===== config.mk =====
export PLATFORM = sky130hd
export DESIGN_NAME = tokcmd_ctrl
export DESIGN_NICKNAME = d
export VERILOG_FILES = /design/src/rtl/tokcmd_pkg.sv /design/src/rtl/tokcmd_decode.sv /design/src/rtl/tokcmd_serial.sv /design/src/rtl/tokcmd_ctrl.sv
export SDC_FILE = /design/constraint.sdc
export NUM_CORES = 1
export LEC_CHECK = 0
export ABC_AREA = 1
export BUFFER_PORTS_ARGS = -buffer_cell sky130_fd_sc_hd__clkbuf_2
export CAP_MARGIN = 15
export CORE_ASPECT_RATIO = 0.5
export CORE_MARGIN = 1.5
export CORE_UTILIZATION = 55
export DETAILED_ROUTE_END_ITERATION = 10
export GPL_ROUTABILITY_DRIVEN = 0
export PLACE_DENSITY = 0.75
export SYNTH_ARGS = -nofsm -noshare
export SYNTH_HDL_FRONTEND = slang
export SYNTH_SLANG_ARGS = --single-unit

===== constraint.sdc =====
create_clock -name clk -period 6.88 [get_ports clk]
set_clock_uncertainty 0.05 [all_clocks]
set_input_delay 1.376 -clock clk [delete_from_list [all_inputs] [get_ports clk]]
set_output_delay 1.376 -clock clk [all_outputs]
set_load 0.01 [all_outputs]

===== src/rtl/tokcmd_pkg.sv =====
package tokcmd_pkg;

    typedef enum logic [2:0] {
        CMD_NONE,
        CMD_GO,
        CMD_HALT,
        CMD_CLR,
        CMD_DBIN,
        CMD_DHEX,
        CMD_IDENT,
        CMD_STAT
    } tok_cmd_e;

    typedef enum logic [2:0] {
        ST_IDLE,
        ST_STAT,
        ST_IDENT,
        ST_FETCH,
        ST_LOAD,
        ST_EMIT
    } tok_state_e;

    // command characters
    localparam logic [7:0] CH_GO    = 8'h67;
    localparam logic [7:0] CH_HALT  = 8'h73;
    localparam logic [7:0] CH_CLR   = 8'h72;
    localparam logic [7:0] CH_DBIN  = 8'h64;
    localparam logic [7:0] CH_DHEX  = 8'h44;
    localparam logic [7:0] CH_IDENT = 8'h69;
    localparam logic [7:0] CH_STAT  = 8'h53;

    // reply characters
    localparam logic [7:0] RPL_RUN  = 8'h72;
    localparam logic [7:0] RPL_IDLE = 8'h73;
    localparam logic [7:0] RPL_FULL = 8'h66;
    localparam logic [7:0] CH_LF    = 8'h0A;

    // identification text "CTI1" followed by a line feed
    localparam int ID_LEN = 5;
    localparam logic [8*ID_LEN-1:0] ID_STR = {8'h43, 8'h54, 8'h49, 8'h31, CH_LF};

    function automatic logic [7:0] id_byte(input int pos);
        logic [7:0] b;
        b = CH_LF;
        for (int k = 0; k < ID_LEN; k++) begin
            if (pos == k) b = ID_STR[8*(ID_LEN-1-k) +: 8];
        end
        return b;
    endfunction

    function automatic logic [7:0] hex_char(input logic [3:0] nib);
        return (nib < 4'd10) ? (8'h30 + {4'h0, nib}) : (8'h37 + {4'h0, nib});
    endfunction

endpackage


===== src/rtl/tokcmd_decode.sv =====
module tokcmd_decode
    import tokcmd_pkg::*;
(
    input  logic [7:0] tok_i,
    output tok_cmd_e   cmd_o
);

    always_comb begin
        case (tok_i)
            CH_GO:    cmd_o = CMD_GO;
            CH_HALT:  cmd_o = CMD_HALT;
            CH_CLR:   cmd_o = CMD_CLR;
            CH_DBIN:  cmd_o = CMD_DBIN;
            CH_DHEX:  cmd_o = CMD_DHEX;
            CH_IDENT: cmd_o = CMD_IDENT;
            CH_STAT:  cmd_o = CMD_STAT;
            default:  cmd_o = CMD_NONE;
        endcase
    end

endmodule


===== src/rtl/tokcmd_serial.sv =====
module tokcmd_serial
    import tokcmd_pkg::*;
#(
    parameter int REC_W = 32,
    parameter int IDX_W = 4
) (
    input  logic [REC_W-1:0] rec_i,
    input  logic [IDX_W-1:0] idx_i,
    input  logic             hex_mode_i,
    output logic [7:0]       byte_o
);

    localparam int NBYTES = REC_W / 8;
    localparam int NNIB   = REC_W / 4;

    logic [7:0] bin_byte;
    logic [7:0] txt_byte;

    // raw form: byte k counted from the most significant end
    always_comb begin
        bin_byte = 8'h00;
        for (int k = 0; k < NBYTES; k++) begin
            if (idx_i == IDX_W'(k)) bin_byte = rec_i[REC_W-8-8*k +: 8];
        end
    end

    // text form: nibble k from the top, then a line feed at index NNIB
    always_comb begin
        txt_byte = CH_LF;
        for (int k = 0; k < NNIB; k++) begin
            if (idx_i == IDX_W'(k)) txt_byte = hex_char(rec_i[REC_W-4-4*k +: 4]);
        end
    end

    assign byte_o = hex_mode_i ? txt_byte : bin_byte;

endmodule


===== src/rtl/tokcmd_ctrl.sv =====
module tokcmd_ctrl
    import tokcmd_pkg::*;
#(
    parameter int REC_W  = 32,
    parameter int ADDR_W = 10
) (
    input  logic              clk,
    input  logic              rst_n,
    input  logic              host_in_valid,
    input  logic [7:0]        host_in_data,
    output logic              host_in_ready,
    output logic              host_out_valid,
    output logic [7:0]        host_out_data,
    input  logic              host_out_ready,
    input  logic              cap_running,
    input  logic              cap_full,
    output logic              ctl_start,
    output logic              ctl_stop,
    output logic              ctl_reset,
    input  logic [ADDR_W:0]   wr_count,
    output logic              mem_rd_en,
    output logic [ADDR_W-1:0] mem_rd_addr,
    input  logic [REC_W-1:0]  mem_rd_data
);

    localparam int NBYTES  = REC_W / 8;
    localparam int NNIB    = REC_W / 4;
    localparam int IDX_MAX = (NNIB > ID_LEN - 1) ? NNIB : ID_LEN - 1;
    localparam int IDX_W   = $clog2(IDX_MAX + 1);
    localparam int CNT_W   = ADDR_W + 1;

    localparam logic [IDX_W-1:0] LAST_BIN = IDX_W'(NBYTES - 1);
    localparam logic [IDX_W-1:0] LAST_HEX = IDX_W'(NNIB);
    localparam logic [IDX_W-1:0] LAST_ID  = IDX_W'(ID_LEN - 1);

    typedef struct packed {
        tok_state_e        st;
        logic [ADDR_W-1:0] addr;
        logic [CNT_W-1:0]  cnt;
        logic [REC_W-1:0]  rec;
        logic [IDX_W-1:0]  idx;
        logic              hexm;
        logic [7:0]        stat;
        logic              go;
        logic              halt;
        logic              clr;
    } regs_t;

    regs_t q, d;

    tok_cmd_e         cmd;
    logic [7:0]       dump_byte;
    logic [IDX_W-1:0] last_idx;
    logic [CNT_W-1:0] addr_nxt;

    tokcmd_decode u_dec (
        .tok_i (host_in_data),
        .cmd_o (cmd)
    );

    tokcmd_serial #(
        .REC_W (REC_W),
        .IDX_W (IDX_W)
    ) u_ser (
        .rec_i      (q.rec),
        .idx_i      (q.idx),
        .hex_mode_i (q.hexm),
        .byte_o     (dump_byte)
    );

    assign last_idx = q.hexm ? LAST_HEX : LAST_BIN;
    assign addr_nxt = CNT_W'({1'b0, q.addr}) + CNT_W'(1);

    // next-state computation
    always_comb begin
        d      = q;
        d.go   = 1'b0;
        d.halt = 1'b0;
        d.clr  = 1'b0;
        case (q.st)
            ST_IDLE: begin
                if (host_in_valid) begin
                    case (cmd)
                        CMD_GO:   d.go   = 1'b1;
                        CMD_HALT: d.halt = 1'b1;
                        CMD_CLR:  d.clr  = 1'b1;
                        CMD_STAT: begin
                            d.stat = cap_full ? RPL_FULL : (cap_running ? RPL_RUN : RPL_IDLE);
                            d.st   = ST_STAT;
                        end
                        CMD_IDENT: begin
                            d.idx = '0;
                            d.st  = ST_IDENT;
                        end
                        CMD_DBIN, CMD_DHEX: begin
                            if (wr_count != '0) begin
                                d.cnt  = wr_count;
                                d.addr = '0;
                                d.hexm = (cmd == CMD_DHEX);
                                d.st   = ST_FETCH;
                            end
                        end
                        default: ;
                    endcase
                end
            end
            ST_STAT: begin
                if (host_out_ready) d.st = ST_IDLE;
            end
            ST_IDENT: begin
                if (host_out_ready) begin
                    if (q.idx == LAST_ID) d.st = ST_IDLE;
                    else d.idx = q.idx + IDX_W'(1);
                end
            end
            ST_FETCH: begin
                d.st = ST_LOAD;
            end
            ST_LOAD: begin
                d.rec = mem_rd_data;
                d.idx = '0;
                d.st  = ST_EMIT;
            end
            ST_EMIT: begin
                if (host_out_ready) begin
                    if (q.idx == last_idx) begin
                        if (addr_nxt == q.cnt) begin
                            d.st = ST_IDLE;
                        end else begin
                            d.addr = q.addr + ADDR_W'(1);
                            d.st   = ST_FETCH;
                        end
                    end else begin
                        d.idx = q.idx + IDX_W'(1);
                    end
                end
            end
            default: d.st = ST_IDLE;
        endcase
    end

    always_ff @(posedge clk or negedge rst_n) begin
        if (!rst_n) q <= '0;
        else        q <= d;
    end

    // output selection
    always_comb begin
        host_out_valid = 1'b0;
        host_out_data  = 8'h00;
        case (q.st)
            ST_STAT: begin
                host_out_valid = 1'b1;
                host_out_data  = q.stat;
            end
            ST_IDENT: begin
                host_out_valid = 1'b1;
                host_out_data  = id_byte(int'(q.idx));
            end
            ST_EMIT: begin
                host_out_valid = 1'b1;
                host_out_data  = dump_byte;
            end
            default: ;
        endcase
    end

    assign host_in_ready = 1'b1;
    assign ctl_start     = q.go;
    assign ctl_stop      = q.halt;
    assign ctl_reset     = q.clr;
    assign mem_rd_en     = (q.st == ST_FETCH);
    assign mem_rd_addr   = q.addr;

    // assertions
    assert_hold_R9: assert property (@(posedge clk) disable iff (!rst_n)
        (host_out_valid && !host_out_ready) |=> (host_out_valid && $stable(host_out_data)));

    assert_onepulse_R1: assert property (@(posedge clk) disable iff (!rst_n)
        $onehot0({ctl_start, ctl_stop, ctl_reset}));

    assert_start_src_R1: assert property (@(posedge clk) disable iff (!rst_n)
        ctl_start |-> ($past(host_in_valid) && $past(host_in_data) == CH_GO));

    assert_rd_bound_R6: assert property (@(posedge clk) disable iff (!rst_n)
        mem_rd_en |-> (CNT_W'({1'b0, mem_rd_addr}) < q.cnt));

    assert_busy_quiet_R8: assert property (@(posedge clk) disable iff (!rst_n)
        (q.st != ST_IDLE) |-> !(ctl_start || ctl_stop || ctl_reset));

    assert_rd_gap_R6: assert property (@(posedge clk) disable iff (!rst_n)
        mem_rd_en |=> !mem_rd_en);

endmodule


==> results.py <==
metrics = {
    "timing": {
        "rsz0062_at_grt": "false",
        "fin_crit_sh": 0.6374,
        "finalHoldViolCount": 0,
        "fin_setup_tns_ns": 0,
        "max_clock_freq_mhz": 228.0,
        "tightest_slew_ns": 0.8846,
        "slew_headroom": 0.4081,
        "final.min_clock_period_ns": 4.385,
        "fin_ws_ns": 2.495,
        "maxSlewViolCount": 0,
        "finalSetupViolations": 0,
    },
    "worst_setup_path": {
        "worst-setup-path-type": "reg2out",
        "endpoint_kind": "output pin",
        "crit_top_cell": "nand2_1",
        "regToRegEndpoint": "mem_rd_addr[7]",
        "rr_startpoint": "q[69]",
        "crit_required_ns": 5.45,
        "ff2ff_setup_slack_ns": 4.37,
        "worst_path_max_delay_cell": "nor2_1",
        "reg2regPathDepth": 10,
        "cp_cell_sequence": "inv_1, ha_1, inv_1, nor2_1, inv_2, o311ai_0, nand3_1, nand2_1, nand3_1, nand2_1, nand2_1, nand2_1, clkbuf_2",
        "cp_num_buf_inv": 4,
        "cp-start-kind": "register",
        "cpLargestDelayFamily": "simple AND/OR/NAND/NOR gates",
        "cp_slowest_stage_delay_ns": 0.61,
        "crit_fanout": 14,
        "critical_path_arrival_ns": 2.96,
    },
    "floorplan": {
        "die_h_microns": 70.81,
        "rows": 24,
        "core_sq_mm": 0.008828,
        "initial_core_util": 0.5728,
        "io_pins": 81,
        "die_w_microns": 138.6,
        "design.die.area_sq_mm": 0.009814,
    },
    "detailed_routing": {
        "drtAntennaViolNets": 0,
        "drt_iter0_drc": 491,
        "drc": 0,
        "wirelength_microns": 13460,
        "via_count": 5254,
        "avgViaCountPerCell": 5.536,
        "drtPass1Iterations": 5,
        "wl_per_cell_microns": 14.18,
    },
    "placement": {
        "dpl_worst_slack_ns": 2.905,
        "place_hpwl_microns": 10030,
        "placed_area_sq_mm": 0.005443,
        "io_buffers": 79,
    },
    "pwr": {
        "p_leak_nw": 2.985,
        "vdd_ir_drop_max_mv": 0.2076,
        "powerDensity_mw_per_mm2": 403.8,
    },
    "clock_tree": {
        "htree_levels": 3,
        "cts_resized": 0,
        "cts_tree": "yes",
        "cts_buffers": 9,
        "clk_latency_ns": 0.34,
        "clkTransAtPathRegs_ns": 0.06,
        "cts.sinks": 68,
        "cts_hold_buf": 0,
        "root_buffer": "clkbuf_16",
        "post-cts-setup-buffers": 0,
        "clock_path_buffers": 2,
    },
    "yosys": {
        "ys_types": 46,
        "yosys.area.top_type": "dfrtp_1",
        "ys.warnings.count": 0,
        "synth_top_area_frac": 0.3365,
        "synth_edf_count": 0,
        "syn_area_sq_mm": 0.005057,
        "synthTopCellsByArea": "dfrtp_1, nand2_1, o21ai_0, inv_1, nand3_1",
        "synth_top_flop_cell": "dfrtp_1",
        "ys_seq_area_frac": 0.3365,
        "mappedNetlistNets": 832,
        "ys_ff_latch": 68,
        "syn_area_per_cell_sq_um": 6.637,
        "synth_cells": 762,
        "ys_async_sr_fraction": 1.000,
    },
    "min_path": {
        "hold_class": "reg2reg",
        "hp-start": "q[4]",
        "hold_path_end": "q[4]",
        "holdPathStages": 2,
    },
    "outcome": {
        "status": "completed",
    },
    "layout": {
        "multi_input_area_sq_mm": 0.002794,
        "fin_nets": 897,
        "syn_to_final_growth_pct": 13.83,
        "final-seq-area_sq_mm": 0.001702,
        "num_antenna_cells": 0,
        "fillers": 857,
        "final_design_area_no_fill_sq_mm": 0.005757,
        "drive_gt1_frac": 0.1550,
    },
    "run": {
        "cap_violations": 0,
    },
    "global_routing": {
        "antenna_found_initial": 0,
        "grt_pass1_wl_microns": 22830,
        "grt_start_max_net_pins": 69,
        "grt.total_usage": 0.2888,
        "grt-ovfl-total": 0,
        "grt_pass1_vias": 4764,
    },
}
==> how the worst max path moves through the flow <==
| stage | startpoint | endpoint | slack, ns | cells after the start |
|---|---|---|---|---|
| floorplan | q[12] | host_out_data[3] | 3.68 | 13 |
| finish | q[12] | host_out_data[3] | 2.49 | 13 |
| global placement | q[12] | host_out_data[3] | 2.97 | 13 |
| global route | q[12] | host_out_data[3] | 2.22 | 13 |
| detailed placement | q[12] | host_out_data[3] | 2.90 | 13 |
| CTS | q[12] | host_out_data[3] | 2.54 | 13 |
==> layer usage <==
metal,GRT usage,share of wire,vias up
li1,-,-,2616
met1,0.3997,0.46,2370
met2,0.4643,0.44,239
met3,0.05823,0.077,29
met4,0.08796,0.021,0
met5,0,0,-
==> layout by cell type (no fill, tap or decap), drive strengths merged, types with 3 or more instances in the layout <==
cell type,n
ha,13
mux2,6
o211ai,5
nand3,61
dfrtp,68
xor2,4
a31oi,6
nor2,70
clkinv,4
a21oi,26
nand4,9
o21ai,86
nand3b,3
nor3,15
inv,106
nand2,222
o22ai,3
clkbuf,88
or2,4
buf,3
o221ai,7
==> worst reg2reg max path: cells and delay by family, from the launching register on <==
kind | cells | cell delay (ns)
buf+inv | 2 | 0.30
simple gates | 8 | 1.65
flops | 1 | 0.40
==> synth_stat cells (all sizes together), types with 3 or more instances <==
master and n:
o211ai 5, buf 15, nand4 9, xor2 4, o221ai 7, a21oi 26, dfrtp 68, nand3 61
ha 13, o21ai 86, nor3 15, nor2 70, o22ai 3, nand3b 3, or2 4, nand2 222
clkbuf 11, mux2 6, a31oi 6, inv 106
==> stage by stage <==
stage / hold slack [ns] / std cells / total power [mW] / util
CTS: 0.4073 / 948 / 2.295 / 0.6498
detailed placement: 0.3932 / 932 / 1.821 / 0.6165
floorplan: 0.3720 / 762 / 1.502 / -
global placement: 0.3861 / 932 / 1.802 / 0.6165
global route: 0.4339 / 949 / 2.530 / 0.6521
finish: 0.4049 / 949 / 2.324 / 0.6521
==> sequential cells by signal, indices dropped and copies added, names as in the netlist <==
register	count
q	55
ctl_reset	1
ctl_stop	1
mem_rd_addr	10
ctl_start	1
==> where the power goes <==
| part | total [mW] | internal, mW | switching (mW) |
|---|---|---|---|
| combinational | 1.24 | 0.403 | 0.834 |
| sequential | 0.628 | 0.520 | 0.108 |
| clock | 0.459 | 0.280 | 0.179 |
| total | 2.32 | 1.20 | 1.12 |
==> cell type report <==
type,count,share of cell area
clock buffers,10,0.03977
clock inverters,6,0.01130
inverters,106,0.06912
multi-input cells,561,0.4853
flip-flops and latches,68,0.2956
well taps,117,0.02543
repair buffers,81,0.07346
==> logic make-up after synthesis <==
logic type / synth area share
adders and majority gates: 0.03216
and+or+nand+nor: 0.3300
xor gates and xnor gates: 0.01039
buffers and inverters: 0.1126
AOI/OAI and AO/OA: 0.1643
other: 0.0007415
muxes: 0.01336
DFF: 0.3365
No activity file was read; power rests on OpenSTA's default activity.
